**config.mk**
```make
export PLATFORM = sky130hd
export DESIGN_NAME = uart_host_regs
export DESIGN_NICKNAME = d
export VERILOG_FILES = /design/src/rtl/uart_host_regs.sv
export SDC_FILE = /design/constraint.sdc
export NUM_CORES = 1
export LEC_CHECK = 0
export BUFFER_PORTS_ARGS = -buffer_cell sky130_fd_sc_hd__buf_2
export CORE_MARGIN = 2
export CORE_UTILIZATION = 35
export CTS_CLUSTER_DIAMETER = 80
export DETAILED_ROUTE_END_ITERATION = 12
export PLACE_DENSITY = 0.7
export SLEW_MARGIN = 20
export SYNTH_ARGS = -nofsm -noshare
export SYNTH_HDL_FRONTEND = slang
export SYNTH_SLANG_ARGS = --single-unit
```
**constraint.sdc**
```tcl
create_clock -name clk -period 1.05 [get_ports clk]
set_input_delay 0.0525 -clock clk [delete_from_list [all_inputs] [get_ports clk]]
set_output_delay 0.0525 -clock clk [all_outputs]
set_load 0.02 [all_outputs]
```
**src/rtl/uart_host_regs.sv**
```systemverilog
module uart_host_regs #(
  parameter int AW   = 3,
  parameter int DW   = 8,
  parameter int NSRC = 4
) (
  input  logic          clk,
  input  logic          rst,
  input  logic [AW-1:0] addr,
  input  logic          dlab,
  input  logic          host_wr,
  input  logic          host_rd,
  input  logic [DW-1:0] wdata,
  output logic [DW-1:0] rd_data,
  input  logic [DW-1:0] rx_data,
  output logic          rx_pop,
  output logic [DW-1:0] tx_data,
  output logic          tx_push,
  input  logic [DW-1:0] iid_in,
  input  logic [NSRC-1:0] pend,
  output logic          irq,
  output logic          fifo_en,
  output logic          fifo_clr,
  output logic [DW-1:0] fcr_shadow
);
  localparam logic [AW-1:0] OFF_DATA = AW'(0);
  localparam logic [AW-1:0] OFF_IEN  = AW'(1);
  localparam logic [AW-1:0] OFF_FCTL = AW'(2);

  logic [NSRC-1:0] ier_q;
  logic sel_data, sel_ien, sel_fctl;

  assign sel_data = (addr == OFF_DATA) && !dlab;
  assign sel_ien  = (addr == OFF_IEN)  && !dlab;
  assign sel_fctl = (addr == OFF_FCTL);

  assign rx_pop = host_rd && sel_data;
  assign irq    = |(pend & ier_q);

  always_comb begin
    rd_data = '0;
    if (sel_data)      rd_data = rx_data;
    else if (sel_ien)  rd_data = {{(DW-NSRC){1'b0}}, ier_q};
    else if (sel_fctl) rd_data = iid_in;
  end

  always_ff @(posedge clk) begin
    if (rst) begin
      ier_q      <= '0;
      tx_data    <= '0;
      tx_push    <= 1'b0;
      fifo_en    <= 1'b0;
      fifo_clr   <= 1'b0;
      fcr_shadow <= '0;
    end else begin
      tx_push  <= host_wr && sel_data;
      fifo_clr <= host_wr && sel_fctl && !wdata[0];
      if (host_wr && sel_data) tx_data <= wdata;
      if (host_wr && sel_ien)  ier_q   <= wdata[NSRC-1:0];
      if (host_wr && sel_fctl) begin
        fifo_en    <= wdata[0];
        fcr_shadow <= wdata;
      end
    end
  end
endmodule

```
# Word level (Yosys, flattened, before mapping)
# Cells that the tools add are included.
totals:
  ff_bits: 23
op_classes:
  bitwise: 1
  n_mux: 3
  reduce_logical: 11
  eq_ne: 2
ops:
  columns: ["cell", "n"]
  rows:
  - ["8-bit 2-to-1 mux", 3]
  - ["1-bit logical AND", 7]
  - ["4-bit AND", 1]
  - ["4-bit OR reduction", 1]
  - ["3-bit by 1-bit == test with 1-bit output (second input constant)", 1]
  - ["3-bit by 2-bit == test with 1-bit output (second input constant)", 1]
  - ["3-bit logical NOT", 1]
  - ["1-bit logical NOT", 2]

# Longest topological paths before layout
logic_depth:
  word_depth: 4
  mapped_depth: 5
  ltp_nobuf: 3

# Least setup slack after synthesis
# Ideal clock, no wire load.
synth_path:
  path_kind: "input -> output"
  startpoint: "in addr[1]"
  endpoint: "out rd_data[0]"
  setup_slack_ns: -0.013
  path_stages: 4
  required_ns: 0.998
  n_path_buf: 1
  arrival_time_ns: 1.011
  path_cell_list: "buf_2 > nor3_1 > o21ai_0 > a21oi_1"
synth_via:
  elab_chain_cells: 4
synth_rtl:
  columns: ["element", "line", "rtl"]
  rows:
  - ["start, declared", "8", "input logic [AW-1:0] addr,"]
  - ["3-bit by 2-bit == test with 1-bit output / 3-bit by 1-bit == test with 1-bit output (equally long branches)", "34, 33", null]
  - ["8-bit 2-to-1 mux / 1-bit logical AND (equally long branches)", "43, 33", null]
  - ["8-bit 2-to-1 mux", "42", "else if (sel_ien) rd_data = {{(DW-NSRC){1'b0}}, ier_q};"]
  - ["8-bit 2-to-1 mux *", "41", "if (sel_data) rd_data = rx_data;"]
  - ["end, declared", "13", "output logic [DW-1:0] rd_data,"]
# Every way passes the cells marked *; elsewhere a longest branch is shown, timed or not.

# Worst setup path after layout
layout_path:
  startpoint: "in addr[0]"
  endpoint: "out rd_data[1]"
# The elaborated chain is that of the path after synthesis.

==> results.txt <==
Non-Filler Instances -> 236
Post-Synthesis Cells -> 129
Arrival time at the worst endpoint -> 1.07 ns
Register bit total from synthesis -> 22
Sink Count -> 22
Crit path kind -> in2out
Synth warnings -> 0
Global route overflow -> 0
Top-area cell type share of the netlist area -> 42.1%
Die Y -> 58.7 um
Worst slew pin tran -> 0.245 ns
Cell depth of the worst setup path -> 5
Crit start category -> input pin
Antenna diodes -> 0
Crit-path max FO -> 4
# fillers -> 246
Setup violators final -> 5
Failing checks -> DRC, setup timing
Vias in the first global route -> 1147
Largest net degree at the start of global routing -> 14
CTS tree -> built
Met2 Track Usage GR -> 34.5%
CTS Buf Count -> 3
DP Area -> 1470 um2
Max-cap check violation count -> 0
Root Buffer -> clkbuf_4
Hold path depth -> 3
Placed Cells -> 228
Critical Path RT -> 1.00 ns
Leak -> 0.781 nW
Final Hold Slack -> 0.00814 ns
Min Clock Period, post-route -> 1.12 ns
Initial Utilization -> 37.3%
Layout cell share with drive strength beyond 1 -> 49.3%
Distinct cells, synth -> 24
Pwr dens -> 943 nW/um2
CP peak stage delay -> 0.60 ns
# DRC -> 1
Cell area after layout -> 1640 um2
CP max-delay cell -> or4_4
Dominant cell type by area after synthesis -> dfxtp_1
Worst vdd ir -> 0.598 mV
Port Buffers -> 64
Synthesized area -> 1050 um2
Dpl hpwl -> 2380 um
Row count -> 19
Worst min path class -> in2reg
Sequential cell area -> 445 um2
Status -> finished, violations left
NumNets Final -> 243
TNS Setup -> -0.238 ns
Tot Pwr -> 1.54 mW
Final Skew -> 0 ns
Sequential share of the synthesized area -> 42.1%
Area delta synth->final -> 56.6%
Final cycle utilization of the critical path -> 106%
Max frequency -> 894 MHz
Gr busiest metal -> met2
CP Buf/Inv Count -> 2
Multi-input gate area -> 604 um2
Grt met1 use -> 19.3%
Fin. Hold Viols -> 0
Ports -> 65
R2R depth -> 3
Worst Setup End Kind -> output pin
Syn_area_per_cell -> 8.11 um2
Worst-Skew Late Latency -> 0.29 ns
Reg clk slew, reported paths -> 0.11 ns
Routing usage on met3 -> 3.30%
Total global-route track usage -> 18.0%
Postcts setup bufs -> 0
Unrepaired setup endpoints after global routing -> true
Max-slew violation count -> 0
GPL Wtd Cong -> 0.814
H-tree depth -> 1
DIE AREA -> 3440 um2
Pre-Repair DR Iteration Count -> 9
Initial antenna violation count -> 0
Slew headroom -> 83.6%
Cell family with most CP delay -> simple AND/OR/NAND/NOR gates
First-pass GRT wire length -> 4840 um
DRT iter0 DRCs -> 26
WL/cell -> 13.0 um
Synth area leaders -> dfxtp_1, nand2_1, mux2i_1, a21oi_1, a22oi_1
Worst Slack Setup Final -> -0.0680 ns
Core Area -> 2810 um2
Post-route ant nets -> 0
Clock Path Buffers -> 2
CP cell instances -> buf_6, or4_4, nor2_4, a21oi_2, buf_4
WL final -> 3080 um
Die width -> 58.7 um
Via density per instance -> 5.16
Via total after detailed routing -> 1218
Syn nets -> 165
## cells in the final DEF, fill, tap and decap left out, types with 3 or more instances in the layout
cell | synthesis | layout
nor2_2 | 0 | 3
mux2i_1 | 8 | 8
a31o_1 | 3 | 3
buf_6 | 2 | 5
dfxtp_2 | 0 | 4
clkbuf_4 | 0 | 3
buf_2 | 3 | 54
dlygate4sd3_1 | 0 | 5
a21oi_1 | 15 | 11
dfxtp_1 | 22 | 18
a22oi_1 | 6 | 5
nor3_1 | 6 | 5
nand2b_1 | 3 | 3
nand2_1 | 35 | 35
o21ai_1 | 0 | 3
buf_4 | 1 | 19
a21oi_2 | 0 | 4
## synth_stat cells
cell type   n
a21oi_1    15
a22oi_1     6
a31o_1      3
and2_1      1
and3_1      2
and4bb_2    1
buf_2       3
buf_4       1
buf_6       2
clkbuf_1    4
clkinv_1    1
dfxtp_1    22
inv_1       1
mux2i_1     8
nand2_1    35
nand2b_1    3
nand4_1     1
nand4bb_1   1
nor2_1      5
nor3_1      6
nor3b_1     1
nor4b_4     1
o21ai_0     5
or4_1       1
## worst register-to-register path, cell delays in order (launching register included)
cell and delay, ns:
dfxtp_1 0.33, nand2b_1 0.07, a21oi_1 0.04, a31o_1 0.18
## power by group
group	total, mW	internal (mW)	leakage, nW	switching, mW
registers	0.855	0.848	0.180	0.00739
logic	0.330	0.161	0.587	0.169
clock network	0.360	0.133	0.0138	0.227
total	1.54	1.14	0.781	0.403
## path summary, 6_finish.rpt
kind | start | to | slack (ns)
setup / recovery | addr[0] | rd_data[1] | -0.07
hold / removal | wdata[2] | fcr_shadow[2]$_SDFFE_PP0P_ | 0.008
setup reg to reg | tx_data[4]$_SDFFE_PP0P_ | tx_data[4]$_SDFFE_PP0P_ | 0.34
hold reg to reg | fcr_shadow[7]$_SDFFE_PP0P_ | fcr_shadow[7]$_SDFFE_PP0P_ | 0.46
## kinds of logic after synthesis
kind of cell | count (synthesis) | synth area share [%]
muxes | 8 | 7.66
AOI/OAI and AO/OA | 29 | 16.4
and+or+nand+nor | 58 | 27.4
DFF | 22 | 42.1
buffers and inverters | 12 | 6.46
## routing by layer
layer / share of wire, % / up-vias
li1: - / 597
met1: 38 / 566
met2: 53 / 43
met3: 5.1 / 12
met4: 3.6 / 0
met5: 0 / -
## flip-flops by register name (all words and copies together) (netlist names)
register,cells
ier_q,4
fcr_shadow,8
tx_push,1
tx_data,8
fifo_clr,1
## area by class of cell
cell class,count,share of cell area (%)
clock buffer,3,1.38
multi-input combinational,95,36.9
inverter,2,0.458
timing repair buffer,83,31.7
sequential,22,27.2
tap,31,2.37
## per-stage QoR
stage | util, % | worst slack (ns)
floorplan | - | 0.00162
global placement | 52.2 | -0.0936
detailed placement | 52.2 | -0.132
CTS | 56.9 | -0.0564
global route | 58.4 | -0.0886
finish | 58.4 | -0.0680
## what timing repair did
| action | CTS | global route |
|---|---|---|
| setup endpoints to repair | 6 | 6 |
| gates resized for setup | 24 | 11 |
| hold endpoints to repair | 6 | 0 |
| pin swaps | 1 | 2 |
| hold buffers | 5 | 0 |
No activity file was read; power rests on OpenSTA's default activity.
